## src/rtl/dbf_pkg.sv

```systemverilog
package dbf_pkg;
    parameter int unsigned PIX_W   = 8;
    parameter int unsigned LIM_W   = 7;
    parameter int unsigned LANES   = 4;
    parameter int unsigned SEG_LEN = 8;

    localparam int unsigned RAW_W  = PIX_W + 5;
    localparam int unsigned WORD_W = LANES * PIX_W;

    typedef logic [PIX_W-1:0]             pix_t;
    typedef logic [LIM_W-1:0]             lim_t;
    typedef logic signed [RAW_W-1:0]      raw_t;
    typedef logic [LANES-1:0][PIX_W-1:0]  grp_t;

    typedef struct packed {
        logic v;
        logic last;
        logic dir;
        lim_t lim;
        grp_t grp;
    } stage_t;
endpackage

```

## src/rtl/edge_lane_order.sv

```systemverilog
module edge_lane_order
    import dbf_pkg::*;
(
    input  logic dir,
    input  grp_t din,
    output grp_t dout
);
    // Reversal is its own inverse, so one instance unpacks and another packs.
    for (genvar k = 0; k < LANES; k++) begin : g_lane
        assign dout[k] = dir ? din[LANES-1-k] : din[k];
    end
endmodule

```

## src/rtl/edge_bound.sv

```systemverilog
module edge_bound
    import dbf_pkg::*;
(
    input  raw_t x,
    input  lim_t lim,
    output raw_t y
);
    raw_t ax, l1, l2, mag, ay;

    always_comb begin
        ax  = x[RAW_W-1] ? -x : x;
        l1  = raw_t'(lim);
        l2  = l1 <<< 1;
        mag = l2 - ax;
        if (ax < l1)
            y = x;
        else if (ax < l2)
            y = x[RAW_W-1] ? -mag : mag;
        else
            y = '0;
        ay = y[RAW_W-1] ? -y : y;
        // the shaped correction is never larger than the limit
        a_r2_bound_within_limit: assert (ay <= l1);
    end
endmodule

```

## src/rtl/edge_core.sv

```systemverilog
module edge_core
    import dbf_pkg::*;
(
    input  pix_t p0,
    input  pix_t p1,
    input  pix_t p2,
    input  pix_t p3,
    input  lim_t lim,
    output pix_t q1,
    output pix_t q2
);
    localparam raw_t PMAX = raw_t'((1 << PIX_W) - 1);

    raw_t e0, e1, e2, e3, d21, acc, raw, corr, t1, t2;

    always_comb begin
        e0  = raw_t'(p0);
        e1  = raw_t'(p1);
        e2  = raw_t'(p2);
        e3  = raw_t'(p3);
        d21 = e2 - e1;
        acc = e0 - e3 + (d21 <<< 1) + d21 + raw_t'(4);
        raw = acc >>> 3;
    end

    edge_bound u_bound (
        .x   (raw),
        .lim (lim),
        .y   (corr)
    );

    always_comb begin
        t1 = e1 + corr;
        t2 = e2 - corr;
        if (t1[RAW_W-1])     q1 = '0;
        else if (t1 > PMAX)  q1 = '1;
        else                 q1 = t1[PIX_W-1:0];
        if (t2[RAW_W-1])     q2 = '0;
        else if (t2 > PMAX)  q2 = '1;
        else                 q2 = t2[PIX_W-1:0];
    end
endmodule

```

## src/rtl/deblock_seg_filter.sv

```systemverilog
module deblock_seg_filter
    import dbf_pkg::*;
#(
    parameter int unsigned SEG_N = SEG_LEN
) (
    input  logic              clk,
    input  logic              rst,
    input  logic              in_valid,
    input  logic              in_dir,
    input  logic [LIM_W-1:0]  in_limit,
    input  logic [WORD_W-1:0] in_data,
    output logic              out_valid,
    output logic              out_last,
    output logic [WORD_W-1:0] out_data
);
    localparam int unsigned POS_W = (SEG_N > 1) ? $clog2(SEG_N) : 1;
    localparam logic [POS_W-1:0] POS_END = POS_W'(SEG_N - 1);

    typedef struct packed {
        logic [POS_W-1:0] pos;
        lim_t             seg_lim;
        stage_t           s1;
        logic             o_valid;
        logic             o_last;
        grp_t             o_data;
    } state_t;

    state_t st_d, st_q;
    grp_t   in_grp, res_grp, out_grp;
    pix_t   q1, q2;
    lim_t   eff_lim;

    edge_lane_order u_unpack (
        .dir  (in_dir),
        .din  (in_data),
        .dout (in_grp)
    );

    edge_core u_core (
        .p0  (st_q.s1.grp[0]),
        .p1  (st_q.s1.grp[1]),
        .p2  (st_q.s1.grp[2]),
        .p3  (st_q.s1.grp[3]),
        .lim (st_q.s1.lim),
        .q1  (q1),
        .q2  (q2)
    );

    always_comb begin
        res_grp    = st_q.s1.grp;
        res_grp[1] = q1;
        res_grp[2] = q2;
    end

    edge_lane_order u_pack (
        .dir  (st_q.s1.dir),
        .din  (res_grp),
        .dout (out_grp)
    );

    always_comb begin
        st_d    = st_q;
        // the first group of a segment uses the limit on the port directly
        eff_lim = (st_q.pos == '0) ? in_limit : st_q.seg_lim;

        if (in_valid) begin
            if (st_q.pos == '0)
                st_d.seg_lim = in_limit;
            st_d.pos = (st_q.pos == POS_END) ? '0 : st_q.pos + 1'b1;
        end

        st_d.s1.v    = in_valid;
        st_d.s1.last = in_valid && (st_q.pos == POS_END);
        st_d.s1.dir  = in_dir;
        st_d.s1.lim  = eff_lim;
        st_d.s1.grp  = in_grp;

        st_d.o_valid = st_q.s1.v;
        st_d.o_last  = st_q.s1.last;
        if (st_q.s1.v)
            st_d.o_data = out_grp;
    end

    always_ff @(posedge clk) begin
        if (rst) st_q <= '0;
        else     st_q <= st_d;
    end

    assign out_valid = st_q.o_valid;
    assign out_last  = st_q.o_last;
    assign out_data  = st_q.o_data;

    // every accepted group produces a result two clocks later
    a_r6_latency: assert property (@(posedge clk) disable iff (rst)
        in_valid |-> ##2 out_valid);

    // no result without an accepted group two clocks earlier
    a_r6_no_spurious: assert property (@(posedge clk) disable iff (rst)
        !in_valid |-> ##2 !out_valid);

    // the end lanes carry p0 and p3 (in either ordering) unchanged
    a_r4_outer_kept: assert property (@(posedge clk) disable iff (rst)
        out_valid |-> (out_data[PIX_W-1:0] == $past(in_data[PIX_W-1:0], 2)) &&
                      (out_data[WORD_W-1 -: PIX_W] == $past(in_data[WORD_W-1 -: PIX_W], 2)));

    // the segment limit holds after the first group of a segment
    a_r7_limit_held: assert property (@(posedge clk) disable iff (rst)
        (in_valid && st_q.pos != '0) |=> $stable(st_q.seg_lim));
endmodule

```

## config.mk

```make
export PLATFORM = sky130hd
export DESIGN_NAME = deblock_seg_filter
export DESIGN_NICKNAME = d
export VERILOG_FILES = /design/src/rtl/dbf_pkg.sv /design/src/rtl/edge_lane_order.sv /design/src/rtl/edge_bound.sv /design/src/rtl/edge_core.sv /design/src/rtl/deblock_seg_filter.sv
export SDC_FILE = /design/constraint.sdc
export NUM_CORES = 1
export LEC_CHECK = 0
export BUFFER_PORTS_ARGS = -buffer_cell sky130_fd_sc_hd__buf_4
export CAP_MARGIN = 20
export CORE_MARGIN = 2
export CORE_UTILIZATION = 56
export DETAILED_ROUTE_END_ITERATION = 8
export PLACE_DENSITY = 0.81
export SKIP_CTS_REPAIR_TIMING = 1
export SYNTH_ARGS = -nofsm -noshare
export SYNTH_HDL_FRONTEND = slang
export SYNTH_SLANG_ARGS = --single-unit
```

## constraint.sdc

```tcl
create_clock -name clk -period 15 [get_ports clk]
set_input_delay 1.5 -clock clk [delete_from_list [all_inputs] [get_ports clk]]
set_output_delay 1.5 -clock clk [all_outputs]
set_load 0.1 [all_outputs]
```

* Yosys cells after proc, flatten, opt, wreduce, memory -nomap -nowiden
Cells that the tools add are included.
** Storage, ports and cells
- Flip-flop bits (word level) :: 86
- Input port bits :: 43
- Output and inout port bits :: 34
- Logic and storage cells :: 52
** Operators by class
- Add/subtract/negate cells :: 11
- $lt $le $gt $ge :: 4
- Equality and inequality tests :: 1
- Multiplexer cells :: 18
- Reduce and logical (&&, ||, !) cells :: 2
** Operator list (number)
- $mux W8 :: 12
- $mux W13 :: 4
- $add A13 B13 Y13 :: 2
- $gt A13 B9 Y1 const B :: 2
- $sub A9 B13 Y13 :: 2
- $sub A8 B8 Y9 :: 2
- $add A13 B4 Y13 const B :: 1
- $add A9 B13 Y13 :: 1
- $lt A13 B8 Y1 :: 1
- $lt A13 B9 Y1 :: 1
- $neg A10 Y13 :: 1
- $neg A13 Y13 :: 1
- $mux W7 :: 1
- $add A3 B1 Y3 const B :: 1
- $eq A3 B3 Y1 const B :: 1
- $logic_not A3 Y1 :: 1
- $mux W3 :: 1
- $logic_and A1 B1 Y1 :: 1

* Depth between registers and ports, before layout
Gate-level depths: netlist (run 1).
- Word-level depth :: 16
- Depth in mapped cells :: 51

* Hierarchy
A second synthesis (run 1) with hierarchy kept.
** Second synthesis, totals
- Cell total of the unflattened synthesis :: 876
- Area, all modules :: 7946.4 um^2
** Modules (own cells, without submodules)
- deblock_seg_filter :: times used 1, cells an instance 285, area an instance 3069.2 um^2, sequential area each 1721.7 um^2
- edge_core :: times used 1, cells an instance 322, area an instance 2483.6 um^2, sequential area each 0.0 um^2
- edge_bound :: times used 1, cells an instance 197, area an instance 1305.0 um^2, sequential area each 0.0 um^2
- edge_lane_order :: times used 2, cells an instance 36, area an instance 544.3 um^2, sequential area each 0.0 um^2

* Worst setup path before layout (run 1)
Ideal clock, no wire load.
- Path kind :: flip-flop to flip-flop
- From :: register st_q, in the netlist res_grp[0]
- To :: register st_q, in the netlist out_data[13]
- Arrival time :: 8.838 ns
- Data required time :: 14.864 ns
- Path slack :: 6.026 ns
- Stages on the path, launching flop included :: 49
- Path buffers :: 3
- Period minus slack after synthesis :: 8.974 ns
- Cells stage by stage :: dfxtp_1 -> inv_1 -> ha_1 -> inv_1 -> fa_1 -> nand2_1 -> nand2_1 -> a21oi_1 -> o21bai_1 -> a21oi_1 -> o21bai_1 -> a21oi_1 -> inv_1 -> xnor2_1 -> ha_1 -> ha_1 -> ha_1 -> o21ai_1 -> [13 not listed] -> and2_1 -> mux2_1 -> o21ai_1 -> buf_2 -> o22ai_1 -> fa_1 -> a21o_1 -> a21oi_1 -> o21bai_1 -> a21oi_1 -> o21bai_1 -> a21oi_1 -> nand2b_1 -> nor2_1 -> a21oi_1 -> a21oi_4 -> o22ai_1 -> a211oi_2
** On the way
- Cells in the longest elaborated chain, start to end :: 16
** Ends and longest elaborated chain
- start, declared :: line deblock_seg_filter.sv:28 : state_t st_d, st_q;
- start signal, assigned :: line deblock_seg_filter.sv:86 : else st_q <= st_d;
- $sub A8 B8 Y9 (*) :: line edge_core.sv:22 : acc = e0 - e3 + (d21 <<< 1) + d21 + raw_t'(4);
- $add A13 B13 Y13 (*) (2 in series) :: line edge_core.sv:22
- $add A13 B4 Y13 (*) :: line edge_core.sv:22
- $neg A10 Y13 :: line edge_bound.sv:11 : ax = x[RAW_W-1] ? -x : x;
- $mux W13 :: line edge_bound.sv:11
- $sub A9 B13 Y13 :: line edge_bound.sv:14 : mag = l2 - ax;
- $neg A13 Y13 :: line edge_bound.sv:18 : y = x[RAW_W-1] ? -mag : mag;
- $mux W13 :: line edge_bound.sv:18
- $mux W13 :: line edge_bound.sv:17 : else if (ax < l2)
- $mux W13 (*) :: line edge_bound.sv:15 : if (ax < l1)
- $add A9 B13 Y13 / $sub A9 B13 Y13 (equally long branches) :: line edge_core.sv:33, edge_core.sv:34
- $gt A13 B9 Y1 (on tied branches) :: line edge_core.sv:36, edge_core.sv:39
- $mux W8 (on tied branches) :: line edge_core.sv:36, edge_core.sv:39
- $mux W8 (on tied branches) :: line edge_core.sv:35, edge_core.sv:38
- $mux W8 (*) :: line edge_lane_order.sv:10 : assign dout[k] = dir ? din[LANES-1-k] : din[k];
Every way passes the cells marked *; elsewhere a longest branch is shown, timed or not.
A chain may end at the register's enable or synchronous reset.

* Final worst setup path (run 1)
- From :: register st_q, in the netlist res_grp[0]
- To :: register st_q, in the netlist out_data[19]
** On the way
- Cells in the longest elaborated chain, start to end :: 16
** Ends and longest elaborated chain (line)
- $sub A8 B8 Y9 (*) :: edge_core.sv:22
- $add A13 B13 Y13 (*) (2 in series) :: edge_core.sv:22
- $add A13 B4 Y13 (*) :: edge_core.sv:22
- $neg A10 Y13 :: edge_bound.sv:11
- $mux W13 :: edge_bound.sv:11
- $sub A9 B13 Y13 :: edge_bound.sv:14
- $neg A13 Y13 :: edge_bound.sv:18
- $mux W13 :: edge_bound.sv:18
- $mux W13 :: edge_bound.sv:17
- $mux W13 (*) :: edge_bound.sv:15
- $sub A9 B13 Y13 / $add A9 B13 Y13 (equally long branches) :: edge_core.sv:34, edge_core.sv:33
- $gt A13 B9 Y1 (on tied branches) :: edge_core.sv:39, edge_core.sv:36
- $mux W8 (on tied branches) :: edge_core.sv:39, edge_core.sv:36
- $mux W8 (on tied branches) :: edge_core.sv:38, edge_core.sv:35
- $mux W8 (*) :: edge_lane_order.sv:10
Marked as above.

==> out/qor.yml, run 1 <==
finish:
  final_common_cell: "nor2_1"
  final_area_mm2: 0.00785
  num_antenna_cells: 0
  area_delta_synth_final_pct: 10.5
  layout-drive-gt1-share_pct: 15.3
  regArea_mm2: 0.00172
  fillers: 1054
  multi_input_area_mm2: 0.00475
  fin_nets: 988
  layout_common_cells: "nor2_1 (98), dfxtp_1 (86), buf_4 (79)"
yosys:
  netlist_area_mm2: 0.00711
  yosysTopAreaCellShare_pct: 24.2
  synth_xor_area_share_pct: 6.73
  synth_top_family_by_area: "compound AO/OA/AOI/OAI gates"
  ys_seq_area_share_pct: 24.2
  ys.warnings.count: 0
  synth_nets: 961
  ys_types: 75
  synth_edf_count: 0
  synthCells: 840
  yosysTopAreaCell: "dfxtp_1"
  synth-async-reset-ratio_pct: 0
  synthMuxAreaShare_pct: 8.61
  synth.top_cells.by_area: "dfxtp_1 (24%), ha_1 (12%), mux2i_1 (8.5%)"
  synth_simple_gate_area_share_pct: 15.2
  synthFlopType: "dfxtp_1"
  synth_seq_cells: 86
  synthAdderAreaFrac_pct: 15.2
  synth_compound_area_share_pct: 21.0
  avgSynthCellArea_um2: 8.46
worst_setup_path:
  start_kind: "flop"
  end_kind: "flop"
  critPathKind: "reg2reg"
  regToRegSetupSlack_ns: 4.53
  crit_top_cell: "a21oi_1"
  cp_max_fo: 17
  crit_arrival_ns: 10.68
  critPathSlowestCell: "o21ai_1"
  max_stage_delay_ns: 0.65
  crit_required_ns: 15.20
worst_hold_path:
  hold_path.class: "reg2reg"
placement:
  place_congestion: 1.01
  portBuffers: 76
  place_area_mm2: 0.00754
  dp_hpwl_mm: 12.0
detailed_routing:
  drt_wl_total_mm: 15.5
  vias_per_cell: 5.64
  antenna_left: 0
  vias: 5889
  first_iter_violations: 421
  avgRoutedWirePerCell_um: 14.9
  drc_errors: 0
  drt_pass1_iterations: 5
grt:
  grtUsageMet3_pct: 3.89
  met1_usage_pct: 29.9
  grt_antenna_before_repair: 0
  grt_pass1_vias: 5506
  grt_use_met2_pct: 40.7
  grt_first_pass_wirelength_mm: 25.6
  top_usage_layer: "met2"
  grt_usage_pct: 23.7
  grt_max_degree: 79
  overflow: 0
timing:
  tightest_slew_ns: 0.975
  timing.final.crit_share_pct: 69.8
  rsz0062_at_grt: "no"
  max_clock_freq_mhz: 95.5
  max_slew_margin_pct: 34.2
  hold_viol_final: 0
  fin_setup_tns_ns: 0
  slew_violations: 0
  fin_worst_skew_ns: 0.0144
  setup_viol: 0
  period_minus_slack_ns: 10.47
floorplanning:
  fp.dieW_um: 117
  num_io_pins: 77
  start_util_pct: 56.8
  rows: 41
  dieArea_mm2: 0.0136
  core_mm2: 0.0125
  dieHeight_um: 117
clock_tree:
  clock_latency_ns: 0.36
  cts.clk_slew.worst_paths_ns: 0.07
  clockBufferDepth: 2
  root_buffer: "clkbuf_16"
  cts_made_buffers: 9
  cts_sinks: 86
  cts_tree: "yes"
  htree_levels: 3
run_status:
  outcome: "complete, no violations"
run:
  cap_violations: 0
## layer usage
layer / wire [um] / vias to the layer above
li1: - / 2962
met1: 6870 / 2732
met2: 7600 / 166
met3: 728 / 29
met4: 337 / 0
met5: 0 / -
## metrics by stage
step	utilization, %	worst slack, ns	hold WS [ns]	instances
final	62.7	4.53	0.454	1044
after floorplan	-	6.03	0.414	840
after detailed placement	60.3	4.74	0.446	1028
after global routing	62.7	3.67	0.470	1044
after global placement	60.3	5.05	0.441	1028
after CTS	62.7	4.64	0.455	1044
## cell type report
type / count / share of cell area, %
Multi-Input combinational cell: 620 / 60.5
Clock buffer: 9 / 2.87
Timing Repair Buffer: 79 / 7.55
Inverter: 71 / 3.39
Clock inverter: 7 / 1.02
Sequential cell: 86 / 21.9
Tap cell: 172 / 2.74
## cells in the mapped netlist (5+ instances only)
| cell | number |
|---|---|
| o21ai_1 | 10 |
| ha_1 | 69 |
| nor2_1 | 98 |
| fa_1 | 9 |
| mux2i_1 | 60 |
| and2_1 | 5 |
| dfxtp_1 | 86 |
| o22ai_1 | 17 |
| inv_1 | 69 |
| buf_4 | 33 |
| a21o_1 | 18 |
| buf_1 | 5 |
| a211oi_1 | 21 |
| nor3_1 | 6 |
| o211ai_1 | 19 |
| a211oi_2 | 8 |
| nand3_1 | 18 |
| xor2_1 | 21 |
| o21bai_1 | 12 |
| nand2b_1 | 14 |
| clkbuf_1 | 23 |
| nand2_1 | 49 |
| xnor2_1 | 28 |
| o21ai_0 | 16 |
| nor2b_1 | 13 |
| a21oi_1 | 35 |
## worst paths after layout
path | startpoint | to | cells past startpoint
max | res_grp[0]$_SDFF_PP0_ | out_data[19]$_SDFFE_PP0P_ | 46
min | st_q[78]$_SDFFE_PP0P_ | st_q[78]$_SDFFE_PP0P_ | 2
max reg2reg | res_grp[0]$_SDFF_PP0_ | out_data[19]$_SDFFE_PP0P_ | 46
min reg2reg | st_q[78]$_SDFFE_PP0P_ | st_q[78]$_SDFFE_PP0P_ | 2
## cells by family (layout without fill, tap and decap cells)
group,after synthesis,in the layout
xor+xnor,52,52
flops,86,86
fa+ha+maj,82,82
simple gates,230,230
mux,61,61
compound gates,195,195
buf+inv,134,166
## registers in the layout, indices dropped and copies added, names as in the netlist
name,count
out_data,32
st_q,34
res_grp,16
st_d,2
out_valid,1
out_last,1
## worst max-delay path: cells and delay by family, from the launching register on
family	cells	cell delay, ns
muxes	1	0.31
DFF	1	0.32
AOI/OAI and AO/OA	25	5.52
buffers and inverters	5	0.51
and+or+nand+nor	7	1.10
xor gates and xnor gates	1	0.14
adders and majority gates	7	2.42
Power of run 1 is left out: the tool's default activity adds up to more than one toggle a clock period on the data nets, which glitch-free logic cannot reach.
==> run 2: changes to the inputs <==
Clock period 15 ns to 10.45 ns, I/O delays scaled along.
==> run 2 against run 1 <==
Clock skew decreased by 0.0096 ns. First-iteration DRC count decreased by 22%. Global-route usage down 0.56 points. Register-to-register slack worse by 3.8 ns. Core utilization increased by 0.46 points. Clock-buffer cell count is 1 higher. Critical path type unchanged. Largest cell class unchanged. Highest routed layer unchanged.
==> out/qor.yml, run 2 (same netlist as run 1, synthesis figures left out) <==
run_status:
  outcome: "complete, no violations"
detailed_routing:
  wl_met2_mm: 7.56
  drc_errors: 0
  antenna_left: 0
  vias_per_cell: 5.62
  drt_pass1_iterations: 5
  wl_met3_um: 709
  avgRoutedWirePerCell_um: 14.8
  highest_layer: "met4"
  vias: 5871
  drt_wl_total_mm: 15.4
  m1WireLength_mm: 6.88
  first_iter_violations: 327
timing:
  slew_violations: 0
  max_clock_freq_mhz: 103
  hold_viol_final: 0
  fin_setup_tns_ns: 0
  max_slew_margin_pct: 36.0
  fin_worst_skew_ns: 0.00470
  setup_viol: 0
  tightest_slew_ns: 0.949
  period_minus_slack_ns: 9.68
  timing.final.crit_share_pct: 92.7
  rsz0062_at_grt: "no"
grt:
  grt_antenna_before_repair: 0
  grt_usage_pct: 23.1
  grt_first_pass_wirelength_mm: 25.1
  grt_max_degree: 79
  grt_pass1_vias: 5411
  overflow: 0
worst_setup_path:
  regToRegSetupSlack_ns: 0.77
  crit_arrival_ns: 9.89
  start_kind: "flop"
  path_buf_inv: 4
  reg2regPathDepth: 45
  crit_family: "compound AO/OA/AOI/OAI gates"
  max_stage_delay_ns: 0.48
  crit_top_cell: "a21oi_1"
  critPathSlowestCell: "fa_1"
  rr_endpoint: "out_data[15]$_SDFFE_PP0P_"
  end_kind: "flop"
  cp_max_fo: 8
  regToRegStartpoint: "res_grp[0]$_SDFF_PP0_"
  critPathKind: "reg2reg"
  crit_required_ns: 10.65
finish:
  final_area_mm2: 0.00791
  layout-drive-gt1-share_pct: 15.9
  final_common_cell: "nor2_1"
  final_util_pct: 63.2
  largest_reg_flops: 34
  layout_common_cells: "nor2_1 (98), dfxtp_1 (86), buf_4 (80)"
  regMostFlops: "st_q"
  num_antenna_cells: 0
  area_delta_synth_final_pct: 11.3
  fin_nets: 989
floorplanning:
  num_io_pins: 77
  dieHeight_um: 117
  core_mm2: 0.0125
  start_util_pct: 56.8
  dieArea_mm2: 0.0136
  fp.dieW_um: 117
  rows: 41
placement:
  portBuffers: 76
  place_congestion: 1.01
  place_area_mm2: 0.00755
  dp_hpwl_mm: 12.0
worst_hold_path:
  hold_start: "st_q[79]$_SDFFE_PP0P_"
  whs_endpoint: "st_q[79]$_SDFFE_PP0P_"
  hold_path.class: "reg2reg"
  hold_depth: 2
clock_tree:
  cts_made_buffers: 9
  root_buffer: "clkbuf_16"
  cts_tree: "yes"
  cts_sinks: 86
  clock_latency_ns: 0.35
  clockBufferDepth: 2
  cts.clk_slew.worst_paths_ns: 0.06
  htree_levels: 3
run:
  cap_violations: 0
## run 2: area by class of cell
cell class              count  area, um^2
multi-input cells         620        4770
fillers                  1074        4610
flip-flops and latches     86        1720
repair buffers             80         601
inverters                  71         267
clock buffers              10         239
well taps                 172         215
clock inverters             6        91.3
## run 2: how the worst max path moves through the flow
| stage | startpoint | endpoint | slack [ns] | cells past startpoint |
|---|---|---|---|---|
| floorplan | res_grp[0]$_SDFF_PP0_ | out_data[13]$_SDFFE_PP0P_ | 1.48 | 48 |
| global placement | st_q[50]$_SDFF_PP0_ | out_data[19]$_SDFFE_PP0P_ | 0.87 | 38 |
| detailed placement | st_q[50]$_SDFF_PP0_ | out_data[22]$_SDFFE_PP0P_ | 0.40 | 38 |
| CTS | st_q[50]$_SDFF_PP0_ | out_data[22]$_SDFFE_PP0P_ | 0.36 | 38 |
| global route | res_grp[0]$_SDFF_PP0_ | out_data[15]$_SDFFE_PP0P_ | 0.003 | 44 |
| finish | res_grp[0]$_SDFF_PP0_ | out_data[15]$_SDFFE_PP0P_ | 0.77 | 45 |
## run 2: metal layers
layer	vias up	global-route usage, %
li1	2967	-
met4	0	7.84
met1	2715	29.4
met5	-	0
met2	164	39.1
met3	25	4.83
## run 2: worst reg2reg max path, delay by kind of cell, from the launching register on
kind                     cells  cell delay (ns)
buffers and inverters        4             0.32
AND/OR/NAND/NOR             10             1.67
multiplexers                 1             0.30
flip-flops                   1             0.33
AO/OA/AOI/OAI               21             4.30
XOR/XNOR                     2             0.32
adder cells (fa/ha/maj)      7             2.32
## run 2: metrics by stage
stage | std cells | hold slack, ns | setup WS, ns
final | 1045 | 0.454 | 0.766
after global routing | 1045 | 0.477 | 0.00309
after CTS | 1045 | 0.455 | 0.364
after detailed placement | 1029 | 0.447 | 0.400
after global placement | 1029 | 0.441 | 0.873
after floorplan | 840 | 0.414 | 1.48
Power of run 2 is left out for the same reason.
==> run 3: changes to the inputs <==
Settings changed: CORE_UTILIZATION 56 to 25, PLACE_DENSITY 0.81 to 0.45.
Clock period 10.45 ns to 11.46 ns, I/O delays scaled along.
==> run 3 against run 2 <==
Critical path type unchanged. First-iteration DRC count fell by 27%. Cell count up 20%. Core utilization shrank 34 points. Clock-buffer cell count stayed put. Sequential cell count stayed put. Global-route usage shrank 11 points. Sequential share of layout area fell by 0.61 points. Die area up 120%. Clock skew grew 0.0078 ns. Non-clock buffer count did not move. Hold slack lost 0.0039 ns. Critical path depth decreased by 6.
==> out/qor.yml, run 3 (same netlist as run 1, synthesis figures left out) <==
timing:
  timing.final.crit_share_pct: 87.5
  setup_viol: 0
  slew_violations: 0
  hold_viol_final: 0
  tightest_slew_ns: 0.915
  max_slew_margin_pct: 39.0
  period_minus_slack_ns: 10.02
  max_clock_freq_mhz: 99.8
  fin_hold_ws_ns: 0.451
  fin_worst_skew_ns: 0.0125
  rsz0062_at_grt: "no"
  fin_setup_tns_ns: 0
placement:
  dp_cells: 1235
  place_congestion: 0.819
  portBuffers: 76
  dp_hpwl_mm: 13.9
floorplanning:
  rows: 61
  dieHeight_um: 173
  core_mm2: 0.0279
  start_util_pct: 25.5
  fp.dieW_um: 173
  num_io_pins: 77
  dieArea_mm2: 0.0298
run_status:
  outcome: "complete, no violations"
clock_tree:
  htree_levels: 3
  root_buffer: "clkbuf_16"
  cts_made_buffers: 9
  clockBufferDepth: 2
  clock_latency_ns: 0.35
  cts_sinks: 86
  cts.clk_slew.worst_paths_ns: 0.07
  cts_tree: "yes"
grt:
  grt_first_pass_wirelength_mm: 29.2
  grt_antenna_before_repair: 0
  grt_max_degree: 79
  grt_pass1_vias: 5716
  overflow: 0
  grt_usage_pct: 12.1
detailed_routing:
  first_iter_violations: 240
  vias_per_cell: 4.54
  vias: 5681
  drt_pass1_iterations: 4
  antenna_left: 0
  drt_wl_total_mm: 17.6
  avgRoutedWirePerCell_um: 14.1
  drc_errors: 0
finish:
  area_delta_synth_final_pct: 14.6
  final_cells: 1251
  layout_common_cells: "nor2_1 (98), dfxtp_1 (85), buf_4 (80)"
  fin_nets: 989
  final_util_pct: 29.2
  fillers: 3026
  num_antenna_cells: 0
  regMostFlops: "st_q"
  final_common_cell: "nor2_1"
  layout-drive-gt1-share_pct: 15.5
  largest_reg_flops: 34
run:
  cap_violations: 0
worst_setup_path:
  critPathSlowestCell: "fa_1"
  crit_required_ns: 11.65
  start_kind: "flop"
  cp_max_fo: 17
  end_kind: "flop"
  crit_arrival_ns: 10.21
  critPathKind: "reg2reg"
  max_stage_delay_ns: 0.55
worst_hold_path:
  hold_path.class: "reg2reg"
==> run 3: path summary, 6_finish.rpt <==
| check | startpoint | end | slack, ns | cells after the start |
|---|---|---|---|---|
| worst max-delay path | st_q[50]$_SDFF_PP0_ | out_data[20]$_SDFFE_PP0P_ | 1.44 | 39 |
| worst min-delay path | st_d[32]$_SDFF_PP0_ | out_last$_SDFF_PP0_ | 0.45 | 1 |
| worst max register to register | st_q[50]$_SDFF_PP0_ | out_data[20]$_SDFFE_PP0P_ | 1.44 | 39 |
| worst min register to register | st_d[32]$_SDFF_PP0_ | out_last$_SDFF_PP0_ | 0.45 | 1 |
==> run 3: routing by layer <==
layer	global-route usage [%]	vias up	part of all wire [%]
met5	0	-	0
met4	3.10	0	1.2
met3	2.07	12	3.1
met2	19.8	76	46
met1	16.4	2629	50
li1	-	2964	-
==> run 3: per-stage QoR <==
step	worst slack [ns]	instance area, um^2
floorplan	2.49	7110
global placement	1.66	7810
detailed placement	1.50	7810
CTS	1.44	8140
global route	0.624	8140
finish	1.44	8140
==> run 3: critical path, delay by kind of cell, from the launching register on <==
kind            cells  cell delay [ns]
compound gates     19             4.23
flops               1             0.31
simple gates        6             1.51
buf+inv             6             0.68
fa+ha+maj           7             2.88
mux                 1             0.29
==> run 3: layout make-up <==
cell class	count	area, um^2	share of cell area (%)
Clock inverter	6	90.1	1.11
Timing Repair Buffer	80	601	7.38
Multi-Input combinational cell	620	4750	58.3
Tap cell	378	473	5.81
Inverter	71	267	3.27
Sequential cell	86	1720	21.2
Clock buffer	10	239	2.94
Power of run 3 is left out for the same reason.
